File: config.mk
export PLATFORM = sky130hd
export DESIGN_NAME = clkratio_seq
export DESIGN_NICKNAME = d
export VERILOG_FILES = /design/src/rtl/clkratio_pkg.sv /design/src/rtl/clkratio_range_chk.sv /design/src/rtl/clkratio_timer.sv /design/src/rtl/clkratio_fsm.sv /design/src/rtl/clkratio_seq.sv
export SDC_FILE = /design/constraint.sdc
export NUM_CORES = 1
export LEC_CHECK = 0
export ABC_AREA = 1
export BUFFER_PORTS_ARGS = -buffer_cell sky130_fd_sc_hd__buf_2
export CORE_MARGIN = 5
export CORE_UTILIZATION = 54
export CTS_CLUSTER_SIZE = 20
export DETAILED_ROUTE_END_ITERATION = 6
export PLACE_DENSITY = 0.8
export SLEW_MARGIN = 40
export SYNTH_ARGS = -nofsm -noshare
export SYNTH_HDL_FRONTEND = slang
export SYNTH_SLANG_ARGS = --single-unit
File: constraint.sdc
create_clock -name clk -period 2.4 [get_ports clk]
set_clock_uncertainty 0.1 [all_clocks]
set_input_delay 0.36 -clock clk [delete_from_list [all_inputs] [get_ports clk]]
set_output_delay 0.36 -clock clk [all_outputs]
set_load 0.05 [all_outputs]
File: src/rtl/clkratio_pkg.sv
package clkratio_pkg;

   typedef enum logic [3:0] {
      ST_IDLE,
      ST_HOLD,
      ST_WR_MUL,
      ST_WT_MUL,
      ST_WR_DIV,
      ST_WT_DIV,
      ST_WT_LOCK,
      ST_RD_STAT,
      ST_WT_STAT
   } seq_st_e;

   typedef enum logic [2:0] {
      FAIL_NONE    = 3'd0,
      FAIL_RANGE   = 3'd1,
      FAIL_TO_MUL  = 3'd2,
      FAIL_TO_DIV  = 3'd3,
      FAIL_TO_LOCK = 3'd4,
      FAIL_TO_STAT = 3'd5
   } seq_fail_e;

   function automatic int max3(input int a, input int b, input int c);
      int m;
      m = (a > b) ? a : b;
      return (m > c) ? m : c;
   endfunction

endpackage

File: src/rtl/clkratio_range_chk.sv
module clkratio_range_chk #(
   parameter int FACTOR_W = 6,
   parameter int CODE_W   = 5,
   parameter int LO       = 1,
   parameter int HI       = 32
) (
   input  logic [FACTOR_W-1:0] factor,
   output logic                ok,
   output logic [CODE_W-1:0]   code
);
   logic [FACTOR_W-1:0] dec;

   assign ok   = (int'(factor) >= LO) && (int'(factor) <= HI);
   assign dec  = factor - FACTOR_W'(1);
   assign code = dec[CODE_W-1:0];
endmodule

File: src/rtl/clkratio_timer.sv
module clkratio_timer #(
   parameter int CNT_W = 8
) (
   input  logic             clk,
   input  logic             rst_n,
   input  logic             clr,
   input  logic [CNT_W-1:0] limit,
   output logic             expired
);
   logic [CNT_W-1:0] cnt;

   always_ff @(posedge clk or negedge rst_n) begin
      if (!rst_n)
         cnt <= '0;
      else if (clr)
         cnt <= '0;
      else if (cnt != limit)
         cnt <= cnt + CNT_W'(1);
   end

   assign expired = (cnt == limit);
endmodule

File: src/rtl/clkratio_fsm.sv
module clkratio_fsm
   import clkratio_pkg::*;
(
   input  logic      clk,
   input  logic      rst_n,
   input  logic      start,
   input  logic      req_ok,
   input  logic      rdy,
   input  logic      locked,
   input  logic      expired,
   output seq_st_e   st,
   output logic      tmr_clr,
   output logic      load,
   output logic      fin_ok,
   output logic      fin_err,
   output seq_fail_e fail_code
);
   seq_st_e st_nxt;

   always_comb begin
      st_nxt    = st;
      load      = 1'b0;
      fin_ok    = 1'b0;
      fin_err   = 1'b0;
      fail_code = FAIL_NONE;
      unique case (st)
         ST_IDLE: begin
            if (start) begin
               if (req_ok) begin
                  st_nxt = ST_HOLD;
                  load   = 1'b1;
               end else begin
                  fin_err   = 1'b1;
                  fail_code = FAIL_RANGE;
               end
            end
         end
         ST_HOLD:    if (expired) st_nxt = ST_WR_MUL;
         ST_WR_MUL:  st_nxt = ST_WT_MUL;
         ST_WT_MUL: begin
            if (rdy) st_nxt = ST_WR_DIV;
            else if (expired) begin
               st_nxt = ST_IDLE; fin_err = 1'b1; fail_code = FAIL_TO_MUL;
            end
         end
         ST_WR_DIV:  st_nxt = ST_WT_DIV;
         ST_WT_DIV: begin
            if (rdy) st_nxt = ST_WT_LOCK;
            else if (expired) begin
               st_nxt = ST_IDLE; fin_err = 1'b1; fail_code = FAIL_TO_DIV;
            end
         end
         ST_WT_LOCK: begin
            if (locked) st_nxt = ST_RD_STAT;
            else if (expired) begin
               st_nxt = ST_IDLE; fin_err = 1'b1; fail_code = FAIL_TO_LOCK;
            end
         end
         ST_RD_STAT: st_nxt = ST_WT_STAT;
         ST_WT_STAT: begin
            if (rdy) begin
               st_nxt = ST_IDLE; fin_ok = 1'b1;
            end else if (expired) begin
               st_nxt = ST_IDLE; fin_err = 1'b1; fail_code = FAIL_TO_STAT;
            end
         end
         default: st_nxt = ST_IDLE;
      endcase
   end

   assign tmr_clr = (st_nxt != st);

   always_ff @(posedge clk or negedge rst_n) begin
      if (!rst_n) st <= ST_IDLE;
      else        st <= st_nxt;
   end
endmodule

File: src/rtl/clkratio_seq.sv
module clkratio_seq
   import clkratio_pkg::*;
#(
   parameter int FACTOR_W     = 6,
   parameter int ADDR_W       = 7,
   parameter int DATA_W       = 16,
   parameter int CODE_W       = 5,
   parameter int MUL_MIN      = 2,
   parameter int MUL_MAX      = 32,
   parameter int DIV_MIN      = 1,
   parameter int DIV_MAX      = 32,
   parameter int MUL_ADDR     = 'h50,
   parameter int DIV_ADDR     = 'h52,
   parameter int STAT_ADDR    = 0,
   parameter int HOLD_CYC     = 4,
   parameter int RDY_TIMEOUT  = 256,
   parameter int LOCK_TIMEOUT = 4096
) (
   input  logic                clk,
   input  logic                rst_n,
   input  logic                start,
   input  logic [FACTOR_W-1:0] mul_req,
   input  logic [FACTOR_W-1:0] div_req,
   output logic                port_en,
   output logic                port_we,
   output logic [ADDR_W-1:0]   port_addr,
   output logic [DATA_W-1:0]   port_wdata,
   input  logic                port_rdy,
   output logic                cm_rst,
   input  logic                cm_locked,
   output logic                busy,
   output logic                done,
   output logic                err,
   output logic [2:0]          err_code
);
   localparam int NF      = 2;
   localparam int LIM_MAX = max3(HOLD_CYC, RDY_TIMEOUT, LOCK_TIMEOUT);
   localparam int CNT_W   = $clog2(LIM_MAX + 1);
   localparam int F_MAX   = (MUL_MAX > DIV_MAX) ? MUL_MAX : DIV_MAX;

   // elaboration-time parameter checks
   if (CODE_W >= DATA_W)                 $error("code field wider than data");
   if (CODE_W > FACTOR_W)                $error("factor narrower than code");
   if (F_MAX > (1 << CODE_W))            $error("factor maximum exceeds code field");
   if ($clog2(F_MAX + 1) > FACTOR_W)     $error("factor input too narrow");
   if (MUL_MIN < 1 || DIV_MIN < 1)       $error("factor minimum must be at least one");
   if (HOLD_CYC < 1)                     $error("hold window must be at least one cycle");
   if (RDY_TIMEOUT < 1 || LOCK_TIMEOUT < 1) $error("timeouts must be positive");
   if (MUL_ADDR >= (1 << ADDR_W) || DIV_ADDR >= (1 << ADDR_W)) $error("address too wide");

   // factor range checks, one per requested factor
   logic [FACTOR_W-1:0] f_in   [NF];
   logic [CODE_W-1:0]   f_code [NF];
   logic [NF-1:0]       f_ok;
   logic                req_ok;

   assign f_in[0] = mul_req;
   assign f_in[1] = div_req;

   for (genvar g = 0; g < NF; g++) begin : g_rng
      localparam int LO = (g == 0) ? MUL_MIN : DIV_MIN;
      localparam int HI = (g == 0) ? MUL_MAX : DIV_MAX;
      clkratio_range_chk #(
         .FACTOR_W(FACTOR_W), .CODE_W(CODE_W), .LO(LO), .HI(HI)
      ) u_rng (
         .factor(f_in[g]), .ok(f_ok[g]), .code(f_code[g])
      );
   end

   assign req_ok = &f_ok;

   // sequencer and shared wait timer
   seq_st_e          st;
   seq_fail_e        fail_code;
   logic             tmr_clr, load, fin_ok, fin_err, expired;
   logic [CNT_W-1:0] tmr_limit;

   clkratio_fsm u_fsm (
      .clk(clk), .rst_n(rst_n), .start(start), .req_ok(req_ok),
      .rdy(port_rdy), .locked(cm_locked), .expired(expired),
      .st(st), .tmr_clr(tmr_clr), .load(load),
      .fin_ok(fin_ok), .fin_err(fin_err), .fail_code(fail_code)
   );

   always_comb begin
      unique case (st)
         ST_HOLD:    tmr_limit = CNT_W'(HOLD_CYC - 1);
         ST_WT_LOCK: tmr_limit = CNT_W'(LOCK_TIMEOUT - 1);
         default:    tmr_limit = CNT_W'(RDY_TIMEOUT - 1);
      endcase
   end

   clkratio_timer #(.CNT_W(CNT_W)) u_tmr (
      .clk(clk), .rst_n(rst_n), .clr(tmr_clr), .limit(tmr_limit), .expired(expired)
   );

   // captured codes and result flags
   logic [CODE_W-1:0] mul_code, div_code;

   always_ff @(posedge clk or negedge rst_n) begin
      if (!rst_n) begin
         mul_code <= '0;
         div_code <= '0;
      end else if (load) begin
         mul_code <= f_code[0];
         div_code <= f_code[1];
      end
   end

   always_ff @(posedge clk or negedge rst_n) begin
      if (!rst_n) begin
         done     <= 1'b0;
         err      <= 1'b0;
         err_code <= FAIL_NONE;
      end else begin
         done <= fin_ok | fin_err;
         if (load) begin
            err      <= 1'b0;
            err_code <= FAIL_NONE;
         end else if (fin_err) begin
            err      <= 1'b1;
            err_code <= fail_code;
         end else if (fin_ok) begin
            err      <= 1'b0;
            err_code <= FAIL_NONE;
         end
      end
   end

   // port and reset drive, decoded from the state register
   assign port_en = (st == ST_WR_MUL) || (st == ST_WR_DIV) || (st == ST_RD_STAT);
   assign port_we = (st == ST_WR_MUL) || (st == ST_WR_DIV);
   assign cm_rst  = (st == ST_HOLD) || (st == ST_WR_MUL) || (st == ST_WT_MUL) ||
                    (st == ST_WR_DIV) || (st == ST_WT_DIV);
   assign busy    = (st != ST_IDLE);

   always_comb begin
      port_wdata = '0;
      unique case (st)
         ST_WR_MUL: begin
            port_addr               = ADDR_W'(MUL_ADDR);
            port_wdata[CODE_W-1:0]  = mul_code;
         end
         ST_WR_DIV: begin
            port_addr               = ADDR_W'(DIV_ADDR);
            port_wdata[CODE_W-1:0]  = div_code;
         end
         default:   port_addr = ADDR_W'(STAT_ADDR);
      endcase
   end
endmodule

Word level (Yosys, flattened, before mapping). Index checks and enable logic that the tools add are counted.

Bits in registers: 32. Output and inout port bits: 32. Input port bits: 17. Logic and storage cells: 82.

Equality and inequality tests: 11. Order comparisons: 4. Add/sub/neg operators: 3. Bitwise operators: 1. Multiplexer cells: 42. Reductions and logical operators: 14.

Operators with widths (count): $pmux 4 s9 (1); $mux 4 (8); $mux 3 (10); $mux 13 (2); $pmux 12 s2 (1); $eq 4x3->1 const B (4); $pmux 3 s5 (1); $mux 1 (14); $pmux 7 s2 (1); $add 13x1->13 const B (1); $eq 13x12->1 (1); $ne 13x12->1 (1); $le 6x6->1 const B (2); $pmux 5 s2 (1); $sub 5x1->5 const B (2); $eq 4x2->1 const B (2); $ge 6x1->1 const B (1); $ge 6x2->1 const B (1); $logic_or 1x1->1 (6); $eq 4x1->1 const B (1); $eq 4x4->1 const B (1); $logic_not 4->1 (1); $mux 2 (2); $ne 4x4->1 (1); other kinds (8) (9).

Longest topological paths before layout. Gate-level depths: netlist of the first run.

Word-level depth: 8. Depth in mapped cells: 14. Gate-level depth less buffers: 13.

Cells and area by module. Synthesis of the first run repeated with hierarchy kept, for this count alone.

Cells, all modules: 463. Area total of the unflattened synthesis: 2872.8 um^2.

By module, submodules not included: clkratio_timer (cells each 219, area each 1272.5 um^2, seq. area each 325.3 um^2, times used 1); clkratio_seq (cells each 120, area each 895.9 um^2, seq. area each 375.4 um^2, times used 1); clkratio_fsm (cells each 79, area each 447.9 um^2, seq. area each 100.1 um^2, times used 1); clkratio_range_chk at g_rng[0].u_rng (cells each 24, area each 130.1 um^2, seq. area each 0.0 um^2, times used 1); clkratio_range_chk at g_rng[1].u_rng (cells each 21, area each 126.4 um^2, seq. area each 0.0 um^2, times used 1).

Least setup slack after synthesis of the first run. No wires, ideal clock.

Kind: register to output. From: reg u_fsm.st[0]. To: out port_wdata[4]. Cell stages (with the launch flop): 5. Data arrival time: 1937 ps. Buffers on the path: 1. Data required time: 1940 ps. Path slack: 3 ps. Cells stage by stage: dfrtp_1 > buf_2 > nor2_1 > nand2_1 > o21ai_0.

Longest elaborated chain between the ends: 2. Elaborated cells on any way between the ends: 3.

Ends and longest elaborated chain: start: declaration (line clkratio_fsm.sv:11) `output seq_st_e st,`; start signal: assignment (line clkratio_fsm.sv:75) `else st <= st_nxt;`; $eq 4x3->1 / $eq 4x2->1 (equally long branches) (line clkratio_seq.sv:139) `unique case (st)`; $pmux 5 s2 * (line clkratio_seq.sv:139); end: declaration (line clkratio_seq.sv:27) `output logic [DATA_W-1:0] port_wdata,`.

Every way passes the cells marked *; elsewhere a longest branch is shown, timed or not.

Worst setup path after layout of the first run.
From: reg u_fsm.st[3]. To: out port_wdata[0].

The elaborated chain is that of the path after synthesis.

==> summary.md, run 1 <==
| Metric | Value |
|---|---|
| Die Wd | `73.50 um` |
| Post-Syn Instances | `about 300` |
| Synth top area cells | `dfrtp_1, nand2_1, inv_1` |
| Clk slew on worst S/H paths | `approximately 0.060 ns` |
| Fin nets | `350` |
| NetSw | `approximately 0.0014 W` |
| Die height | `around 73 um` |
| Seq/Total Area, Yosys | `a little under two fifths` |
| Slew at the pin closest to its max-slew limit | `~0.73 ns` |
| Via count | `1900` |
| Filler cell count in the final layout | `between 300 and 400` |
| Hold violation total from the final report | `0` |
| Average size of a mapped cell | `roughly 7.5 um2` |
| Max Clk Rate | `about 0.45 GHz` |
| Initial core utilization | `55.22%` |
| Total core area | `0.003943 mm2` |
| Unique masters post-synth | `32` |
| CTS tree | `yes` |
| Sw Share | `a little over half` |
| Setup violators final | `0` |
| Yosys top cell by area | `dfrtp_1` |
| Slew margin rel. | `51.60%` |
| Outcome | `finished clean` |
| Most common cell after layout, fill and taps aside | `nand2_1` |
| Setup Fix Bufs, Post-CTS | `0` |
| Crit path DAT | `approximately 1.7 ns` |
| DR iter-0 viols | `between 90 and 100` |
| Hold WS | `between 0.03 and 0.04 ns` |
| # diodes | `0` |
| Root Buffer | `clkbuf_8` |
| Global-route wire length before repair | `about 8 mm` |
| Reg power frac | `a little under a third` |
| Initial antenna violation count | `0` |
| Leak Pwr | `1.319 nW` |
| Drt pass-1 iters | `4` |
| Largest net degree at the start of global routing | `33` |
| PwrDens | `1115 mW/mm2` |
| DRT Wirelength | `4.739 mm` |
| Synth top area share | `36.78%` |
| Share of cells above drive strength 1 | `between 20 and 25%` |
| Int Power | `roughly 0.0013 W` |
| Via density per instance | `approximately 5.0` |
| H-tree levels | `2` |
| Combinational fraction of design power | `54.3%` |
| Std cell rows | `23` |
| Area delta synth->final | `11.32%` |
| Routed WL per cell | `approximately 13 um` |
| Vias in the first global route | `between 1500 and 2000` |
| Post-CTS Resized | `0` |
| Critical path startpoint category | `register` |
| Final Slew Violations | `0` |
| Tmin final | `between 2 and 2.5 ns` |
| Setup TNS | `0 ns` |
| Post-CTS Hold Fix Bufs | `0` |
| Clock power frac | `between 10% and 20%` |
| Number of I/O pins | `49` |
| Crit-path max FO | `7` |
| Req. time, crit path | `1.94 ns` |
| Tcrit/Tclk final | `91.86%` |
| Final core occ | `approximately three fifths` |
| GRT Total Usage | `19.38%` |
| CP Class | `reg2out` |
| Worst setup EP type | `output pin` |
| GRT overflow | `0` |
| Placer Congestion | `roughly 0.91` |
| Clock Latency Late Sink | `around 0.28 ns` |
| Synthesis-stage register bit count | `32` |
| Commonest cells after routing, fill and taps aside | `nand2_1, inv_1, buf_2, dfrtp_1, nor2_1` |
| Hpwl dp | `roughly 3.7 mm` |
| YS warnings | `0` |
| Post-Synthesis Cell Area | `roughly 0.0022 mm2` |
| RSZ-0062 raised after global routing | `no` |
| Longest Clk Path Bufs | `2` |
| Buffers on Ports | `33` |
| Max-Cap Viols | `0` |
| DRT antenna net count | `0` |
| Min-Delay Path Class | `in2async` |
| Num CTS Buffers | `5` |
| DRC Markers | `0` |
| Worst vdd ir | `around 0.72 mV` |
| Clock sink total | `32` |
| Area of the die | `approximately 0.0054 mm2` |
critical path, stage by stage (launching register included):
cell	delay, ns
dfrtp_1	0.43
nor2_2	0.30
nand2_2	0.17
inv_1	0.16
a32o_1	0.15
buf_2	0.26
per-layer routing:
layer	up-vias	share of wire, %	track usage, %
met2	46	53	34.94
met4	0	2.0	7.243
li1	968	-	-
met3	9	4.8	5.335
met1	877	41	21.46
met5	-	0	0
final cells by class:
type	instances	area, um2	share of cell area (%)
Multi-Input combinational cell	213	1132	46.72
Sequential cell	32	800.8	33.04
Timing Repair Buffer	36	187.7	7.744
Inverter	40	150.1	6.195
Clock buffer	8	90.09	3.717
Tap cell	50	62.56	2.581
cell usage after synthesis (all sizes together):
master,n
clkbuf,2
o22ai,2
o21ai,21
nor2,39
xnor2,6
nor4,1
or2,2
inv,40
buf,19
ha,5
nand3,24
nor3,6
a32o,3
o2111ai,1
a21oi,1
nand3b,1
a31oi,1
nand2,71
conb,1
nand4,7
xor2,7
dfrtp,32
power groups by stage:
| stage | sequential (W) | combinational (W) | clock, W |
|---|---|---|---|
| 6_report | 0.000811 | 0.00147 | 0.000424 |
| 5_1_grt | 0.000827 | 0.00160 | 0.000460 |
| 4_1_cts | 0.000807 | 0.00147 | 0.000439 |
| 3_5_place_dp | 0.000816 | 0.00146 | 0 |
| 3_3_place_gp | 0.000811 | 0.00144 | 0 |
| 2_1_floorplan | 0.000865 | 0.00114 | 0 |
final timing paths:
check,slack [ns],startpoint,depth (start not counted),endpoint
setup / recovery,0.20,u_fsm.st[3],5,port_wdata[0]
hold / removal,0.03,rst_n,1,u_tmr.cnt[7]
setup reg to reg,0.26,u_fsm.st[3],10,u_tmr.cnt[11]
hold reg to reg,0.40,div_code[1],2,div_code[1]
max in group asynchronous,1.70,rst_n,1,div_code[2]
min in group clk,0.22,div_req[0],2,div_code[0]
kinds of logic after synthesis:
kind of cell	Yosys count	share of synthesized area, %
simple gates	151	33.39
buf+inv	61	13.85
compound gates	29	7.701
flops	32	36.78
other cells	1	0.1722
xor+xnor	13	5.230
fa+ha+maj	5	2.874
state kept, by name (all words and copies together) (netlist names):
name       count
err            1
done           1
u_fsm.st       4
mul_code       5
div_code       5
u_tmr.cnt     13
err_code       3
per-stage QoR:
step / power, W / cells / area [um2] / worst slack (ns)
after floorplan: 0.002009 / 306 / 2230 / 0.002756
after detailed placement: 0.002277 / 371 / 2328 / 0.3393
after global routing: 0.002892 / 379 / 2424 / 0.03495
after CTS: 0.002713 / 379 / 2419 / 0.1182
final: 0.002701 / 379 / 2424 / 0.1953
after global placement: 0.002252 / 371 / 2328 / 0.3681
Note: power is estimated with default switching activity, not from simulation.
==> inputs of run 2 (changes only) <==
- CORE_UTILIZATION: 54 -> 35
- PLACE_DENSITY: 0.8 -> unset
- SLEW_MARGIN: 40 -> unset
- SYNTH_HIERARCHICAL: unset -> 1
==> run 2 against run 1 <==
Against the previous run:
- the run now ends with negative setup slack left
- critical endpoint is now u_tmr/cnt[11]
- synthesized cell count increased by 59%
- first-iteration DRC count rose by 47%
- global-route usage decreased by 3.2 points
- non-clock buffer count is 57 higher
- sequential share of layout area shrank 12 points
- sequential power shrank 2%
- sequential cell count did not move
- cell count increased by 76%
- largest cell class unchanged
- routed wire length increased by 72%
- clock power increased by 26%
- register-to-register slack got worse by 0.69 ns
==> summary.md, run 2 <==
| Metric | Value |
|---|---|
| Outcome | `finished with violations` |
| Violated checks | `negative setup slack` |
| Clock sink total | `32 (unchanged)` |
| Min-Delay Path Class | `in2async` |
| Crit-path max FO | `7 (unchanged)` |
| R2R cell count | `21 (+11)` |
| Req. time, crit path | `2.48 ns (+0.54 ns)` |
| Synth top area share | `27.87% (-8.9 points)` |
| Max Clk Rate | `0.3536 GHz (-22%)` |
| Total core area | `0.008093 mm2 (+110%)` |
| DRT Wirelength | `8.151 mm (+72%)` |
| Placer Congestion | `0.8757 (-4.3%)` |
| Root Buffer | `clkbuf_8` |
| Final Slew Violations | `0 (unchanged)` |
| Std cell rows | `33 (+43%)` |
| Top-count cell post-synth | `nand2_1` |
| Reg power frac | `18.8% (-11 points)` |
| Synth top cells by count | `nand2_1, inv_1, nor2_1` |
| Tmin final | `2.828 ns (+0.6234 ns)` |
| Combinational fraction of design power | `68.7% (+14 points)` |
| NetSw | `0.002098 W (+49%)` |
| CP Class | `reg2reg` |
| Crit path DAT | `2.91 ns (+1.17 ns)` |
| CTS tree | `yes` |
| Unique masters post-synth | `29 (-9.4%)` |
| Synth top area cells | `dfrtp_1, nand2_1, inv_1` |
| Die height | `100.6 um (+37%)` |
| GRT Total Usage | `16.15% (-3.2 points)` |
| Slew margin rel. | `49.58% (-2.0 points)` |
| Routed WL per cell | `12.22 um (-2.3%)` |
| EDFF count, synth | `0 (unchanged)` |
| Worst r2r dst | `u_tmr/cnt[11]` |
| H-tree levels | `2 (unchanged)` |
| Clock power frac | `12.6% (-3.1 points)` |
| Number of I/O pins | `49 (unchanged)` |
| Largest net degree at the start of global routing | `33 (unchanged)` |
| Post-Syn Instances | `463 (+59%)` |
| Critical path startpoint category | `register` |
| Initial antenna violation count | `0 (unchanged)` |
| Most common cell after layout, fill and taps aside | `nand2_1` |
| YS warnings | `6 (+6)` |
| Global-route wire length before repair | `13.30 mm (+63%)` |
| Pre-CTS setup slack | `-0.3764 ns (-0.7157 ns)` |
| Via density per instance | `4.712 (-6.0%)` |
| Clock Latency Late Sink | `0.29 ns (about the same)` |
| Slew at the pin closest to its max-slew limit | `0.7562 ns (+0.03018 ns)` |
| Tcrit/Tclk final | `117.8% (+26 points)` |
| Buffers on Ports | `33 (unchanged)` |
| Fin nets | `584 (+67%)` |
| Share of cells above drive strength 1 | `30.60% (+9.0 points)` |
| Top Registers | `u_tmr/cnt (13), div_code (5), mul_code (5)` |
| Longest Clk Path Bufs | `2 (unchanged)` |
| Yosys top cell by area | `dfrtp_1` |
| DRT antenna net count | `0 (unchanged)` |
| Area delta synth->final | `34.36%` |
| RSZ-0062 raised after global routing | `yes` |
| Hold violation total from the final report | `0 (unchanged)` |
| Setup violators final | `17 (+17)` |
| Commonest cells after routing, fill and taps aside | `nand2_1, inv_1, buf_4, nor2_1, buf_2` |
| Worst setup EP type | `register` |
| Largest register FFs | `13 (unchanged)` |
| PwrDens | `1097 mW/mm2 (-1.6%)` |
| Area of the die | `0.01012 mm2 (+87%)` |
| Final WS setup | `-0.4281 ns (-0.6234 ns)` |
| GRT overflow | `0 (unchanged)` |
| DR iter-0 viols | `137 (+47%)` |
| R2R Setup Slk | `-0.43 ns (-0.69 ns)` |
| Largest Register | `u_tmr/cnt` |
| Int Power | `0.002136 W (+65%)` |
| Synth Flop Type | `dfrtp_1` |
| Die Wd | `100.6 um (+37%)` |
| Worst vdd ir | `0.5540 mV (-23%)` |
| RR Startpoint | `u_fsm/st[3]` |
| Num CTS Buffers | `5 (unchanged)` |
| Max-Cap Viols | `0 (unchanged)` |
| Synthesis-stage register bit count | `32 (unchanged)` |
| Drt pass-1 iters | `4 (unchanged)` |
| Async set or reset register ratio after synthesis | `100.0% (unchanged)` |
| Vias in the first global route | `2961 (+53%)` |
| Seq/Total Area, Yosys | `27.87% (-8.9 points)` |
| Final core occ | `47.70% (-14 points)` |
| Post-CTS Hold Fix Bufs | `0 (unchanged)` |
| Average size of a mapped cell | `6.205 um2 (-17%)` |
| # diodes | `0 (unchanged)` |
| Via count | `3143 (+65%)` |
| Clk slew on worst S/H paths | `0.08 ns (+0.02 ns)` |
| Post-Synthesis Cell Area | `0.002873 mm2 (+32%)` |
| Sw Share | `49.55% (-2.5 points)` |
| Hpwl dp | `5.518 mm (+47%)` |
| Leak Pwr | `2.199 nW (+67%)` |
| Initial core utilization | `35.50% (-20 points)` |
| DRC Markers | `0 (unchanged)` |
## run 2: area by class of cell
class / instances / area [um2]
inverters: 70 / 272.8
fillers: 819 / 4233
flip-flops and latches: 32 / 804.5
clock buffers: 5 / 68.82
well taps: 105 / 131.4
repair buffers: 93 / 700.7
multi-input cells: 359 / 1839
clock inverters: 3 / 42.54
## run 2: what timing repair did
action | CTS | global route
gates resized for setup | 20 | 15
gates cloned | 0 | 3
setup endpoints to repair | 17 | 20
buffers inserted | 20 | 3
pin swaps | 15 | 16
## run 2: worst max-delay path, stage by stage (launching register included)
cell       delay (ns)
dfrtp_2          0.44
inv_2            0.08
nand2_4          0.05
nor3_4           0.29
nand2_1          0.11
nand2_2          0.13
nand3_2          0.12
nor2_2           0.12
nand2_2          0.08
inv_4            0.08
inv_4            0.05
a21oi_2          0.10
nor2_1           0.04
nor2_1           0.13
nand3_2          0.12
nor2_2           0.11
nor2_2           0.04
nand2_2          0.09
clkinv_4         0.11
clkbuf_16        0.18
nand4_1          0.08
nand2_1          0.05
## run 2: power groups by stage
stage / combinational (W) / sequential, W / clock (W)
3_5_place_dp: 0.00229 / 0.000801 / 0
3_3_place_gp: 0.00226 / 0.000798 / 0
6_report: 0.00291 / 0.000795 / 0.000533
5_1_grt: 0.00317 / 0.000814 / 0.000579
4_1_cts: 0.00245 / 0.000794 / 0.000547
2_1_floorplan: 0.00158 / 0.000899 / 0
## run 2: kinds of logic (layout without fill, tap and decap cells)
logic type / after synthesis / after routing / share of synthesized area, %
compound gates: 14 / 14 / 2.788
xor+xnor: 8 / 8 / 2.439
fa+ha+maj: 6 / 6 / 2.613
buf+inv: 94 / 171 / 15.33
flops: 32 / 32 / 27.87
other cells: 2 / 24 / 0.2614
simple gates: 307 / 307 / 48.69
## run 2: how the worst max path moves through the flow
stage | startpoint | to | slack (ns) | cells after the start
3_3_place_gp | u_fsm/st[3] | u_tmr/cnt[4] | -0.31 | 24
5_1_grt | u_fsm/st[3] | u_tmr/cnt[4] | -0.69 | 23
2_1_floorplan | u_fsm/st[3] | u_tmr/cnt[3] | -0.30 | 26
6_report | u_fsm/st[3] | u_tmr/cnt[11] | -0.43 | 21
4_1_cts | u_fsm/st[3] | u_tmr/cnt[3] | -0.31 | 24
3_5_place_dp | u_fsm/st[3] | u_tmr/cnt[3] | -0.38 | 24
## run 2: through the flow
| step | hold slack [ns] | total power [W] | instances | area [um2] | setup TNS, ns |
|---|---|---|---|---|---|
| final | 0.02560 | 0.004234 | 667 | 3860 | -5.610 |
| after global routing | 0.1003 | 0.004560 | 667 | 3860 | -9.910 |
| after CTS | 0.05801 | 0.003794 | 662 | 3734 | -3.688 |
| after detailed placement | 0.3629 | 0.003087 | 636 | 3408 | -4.916 |
| after global placement | 0.3564 | 0.003063 | 636 | 3408 | -3.940 |
| after floorplan | -0.03559 | 0.002481 | 485 | 3012 | -3.881 |
## run 2: per-layer routing
layer	vias up	track usage (%)	wire length (um)
met5	-	0	0
li1	1596	-	-
met2	103	29.16	4178
met1	1422	18.87	3360
met4	0	6.528	251
met3	22	2.561	360
==> inputs of run 3 (changes only) <==
- CELL_PAD_IN_SITES_DETAIL_PLACEMENT: unset -> 0
- CELL_PAD_IN_SITES_GLOBAL_PLACEMENT: unset -> 1
- PLACE_DENSITY_LB_ADDON: unset -> 0.1
==> run 3 against run 2 <==
Against the previous run:
- the run still ends with negative setup slack left
- combinational power about the same
- non-clock buffer count increased by 9
- hold slack gained 0.028 ns
- global-route usage fell by 0.59 points
- clock-buffer cell count grew 2
- highest routed layer unchanged
==> summary.md, run 3 (synthesis gave the netlist of run 2 again) <==
| Metric | Value |
|---|---|
| Violated checks | `negative setup slack` |
| Via count | `3048 (-3.0%)` |
| Area of the die | `0.01012 mm2 (unchanged)` |
| Via density per instance | `4.502 (-4.5%)` |
| Fin nets | `594 (+1.7%)` |
| Min-Delay Path Class | `in2async` |
| Die Wd | `100.6 um (unchanged)` |
| Std cell rows | `33 (unchanged)` |
| Setup TNS | `-5.949 ns (-0.3391 ns)` |
| DRC Markers | `0 (unchanged)` |
| Global-route wire length before repair | `12.85 mm (-3.3%)` |
| Worst r2r dst | `u_tmr/cnt[4]` |
| Filler cell count in the final layout | `864 (+5.5%)` |
| Buffers on Ports | `33 (unchanged)` |
| Share of cells above drive strength 1 | `30.94% (+0.34 points)` |
| Hold WS | `0.05353 ns (+0.02793 ns)` |
| Critical path startpoint category | `register` |
| Clk slew on worst S/H paths | `0.08 ns (about the same)` |
| Hpwl dp | `5.932 mm (+7.5%)` |
| Outcome | `finished with violations` |
| Root Buffer | `clkbuf_8` |
| Final Slew Violations | `0 (unchanged)` |
| Final WS setup | `-0.4411 ns (-0.01296 ns)` |
| Die height | `100.6 um (unchanged)` |
| RSZ-0062 raised after global routing | `yes` |
| Req. time, crit path | `2.47 ns (about the same)` |
| GRT overflow | `0 (unchanged)` |
| Max-Cap Viols | `0 (unchanged)` |
| RR Startpoint | `u_fsm/st[3]` |
| Most common cell after layout, fill and taps aside | `nand2_1` |
| Crit path launch | `u_fsm/st[3]` |
| R2R cell count | `23 (+9.5%)` |
| DRT Wirelength | `8.025 mm (-1.5%)` |
| Total core area | `0.008093 mm2 (unchanged)` |
| Area delta synth->final | `35.02%` |
| CTS tree | `yes` |
| DRT antenna net count | `0 (unchanged)` |
| Routed WL per cell | `11.85 um (-3.0%)` |
| Slew margin rel. | `46.97% (-2.6 points)` |
| Design area | `0.003879 mm2 (+0.49%)` |
| Clock Latency Late Sink | `0.28 ns (about the same)` |
| Initial antenna violation count | `0 (unchanged)` |
| Reg power frac | `18.3% (-0.5 points)` |
| Worst vdd ir | `0.4451 mV (-20%)` |
| Placer Congestion | `0.8362 (-4.5%)` |
| Commonest cells after routing, fill and taps aside | `nand2_1, buf_4, inv_1, nor2_1, buf_2` |
| Sw Share | `47.66% (-1.9 points)` |
| Drt pass-1 iters | `7 (+3)` |
| Leak Pwr | `2.227 nW (+1.3%)` |
| Tcrit/Tclk final | `118.4% (+0.54 points)` |
| Combinational fraction of design power | `68.1% (-0.6 points)` |
| Int Power | `0.002220 W (+4.0%)` |
| Tmin final | `2.841 ns (+0.01296 ns)` |
| Slew at the pin closest to its max-slew limit | `0.7954 ns (+0.03919 ns)` |
| NetSw | `0.002022 W (-3.6%)` |
| Initial core utilization | `35.50% (unchanged)` |
| Max Clk Rate | `0.3520 GHz (-0.46%)` |
| GRT Total Usage | `15.56% (-0.59 points)` |
| Largest net degree at the start of global routing | `33 (unchanged)` |
| Clock sink total | `32 (unchanged)` |
| CP Class | `reg2reg` |
| R2R Setup Slk | `-0.44 ns (about the same)` |
| Clock power frac | `13.6% (+1.0 points)` |
| Top Registers | `u_tmr/cnt (13), div_code (5), mul_code (5)` |
| Num CTS Buffers | `5 (unchanged)` |
| Largest register FFs | `13 (unchanged)` |
| Setup violators final | `17 (unchanged)` |
| H-tree levels | `2 (unchanged)` |
| # diodes | `0 (unchanged)` |
| Number of I/O pins | `49 (unchanged)` |
| Crit-path max FO | `8 (+1)` |
| Vias in the first global route | `2818 (-4.8%)` |
| PwrDens | `1094 mW/mm2 (-0.28%)` |
| Crit path DAT | `2.91 ns (about the same)` |
| Worst setup EP type | `register` |
| End point of the critical path | `u_tmr/cnt[4]` |
| Longest Clk Path Bufs | `2 (unchanged)` |
| Largest Register | `u_tmr/cnt` |
| Area after DPL | `0.003506 mm2 (+2.9%)` |
| Hold violation total from the final report | `0 (unchanged)` |
| DR iter-0 viols | `74 (-46%)` |
==> run 3: cell types whose count changed in the layout (fill, tap and decap cells not counted), sizes merged <==
cell / change
clkinvlp: -1
nand3: +1
buf: +11
clkinv: -1
==> run 3: per-stage QoR <==
stage	total power [W]	cells	setup slack [ns]	utilization, %
2_1_floorplan	0.002481	485	-0.3019	-
3_3_place_gp	0.003251	649	-0.4589	43.32
3_5_place_dp	0.003259	649	-0.4578	43.32
4_1_cts	0.004201	673	-0.4057	47.06
5_1_grt	0.004600	677	-0.6955	47.93
6_report	0.004242	677	-0.4411	47.93
==> run 3: layer usage <==
layer / track usage, % / up-vias / routed length [um]
met5: 0 / - / 0
met4: 5.181 / 0 / 155
met3: 2.145 / 10 / 284
met2: 26.68 / 58 / 3986
met1: 20.03 / 1366 / 3599
li1: - / 1614 / -
==> run 3: worst min path at each step <==
stage | cells after the start | to | slack [ns] | startpoint
after floorplan | 0 | div_code[0] | -0.04 | rst_n
after global placement | 2 | div_code[2] | 0.36 | div_code[2]
after detailed placement | 2 | mul_code[2] | 0.36 | mul_code[2]
after CTS | 1 | u_tmr/cnt[1] | 0.08 | rst_n
after global routing | 1 | u_tmr/cnt[1] | 0.11 | rst_n
final | 1 | u_tmr/cnt[1] | 0.05 | rst_n
==> run 3: power groups by stage <==
stage	logic (W)	clock network, W	registers, W
2_1_floorplan	0.00158	0	0.000899
3_3_place_gp	0.00247	0	0.000785
3_5_place_dp	0.00247	0	0.000790
4_1_cts	0.00282	0.000603	0.000774
5_1_grt	0.00318	0.000625	0.000794
6_report	0.00289	0.000579	0.000775
==> run 3: timing repair <==
action,4_1_cts,5_1_grt
setup endpoints to repair,19,19
cloned,1,1
buffers inserted,15,3
gates resized for setup,13,12
hold endpoints to repair,0,0
hold buffers,0,0
pin swaps,11,3
==> run 3: cell type report <==
cell class,instances,area (um2),share of cell area (%)
multi-input combinational,360,1812,46.71
sequential,32,805.8,20.77
clock inverter,1,30.03,0.7742
inverter,70,272.8,7.032
clock buffer,7,96.34,2.484
tap,105,131.4,3.387
timing repair buffer,102,730.7,18.84
==> run 3: worst max-delay path, stage by stage (launching register included) <==
cell      delay [ns]
dfrtp_2         0.45
inv_2           0.08
nand2_4         0.05
nor3_4          0.26
inv_1           0.11
nand2_2         0.10
nand2_2         0.06
nor2_2          0.08
nand2_1         0.06
nor2_2          0.09
nand2_2         0.08
inv_4           0.08
inv_4           0.04
a21oi_2         0.10
nor2_1          0.05
nor2_1          0.15
nand3_2         0.11
nor2_1          0.11
nor2_1          0.07
nand2_2         0.09
clkinv_4        0.11
buf_16          0.16
nand3_1         0.08
nand2_1         0.06
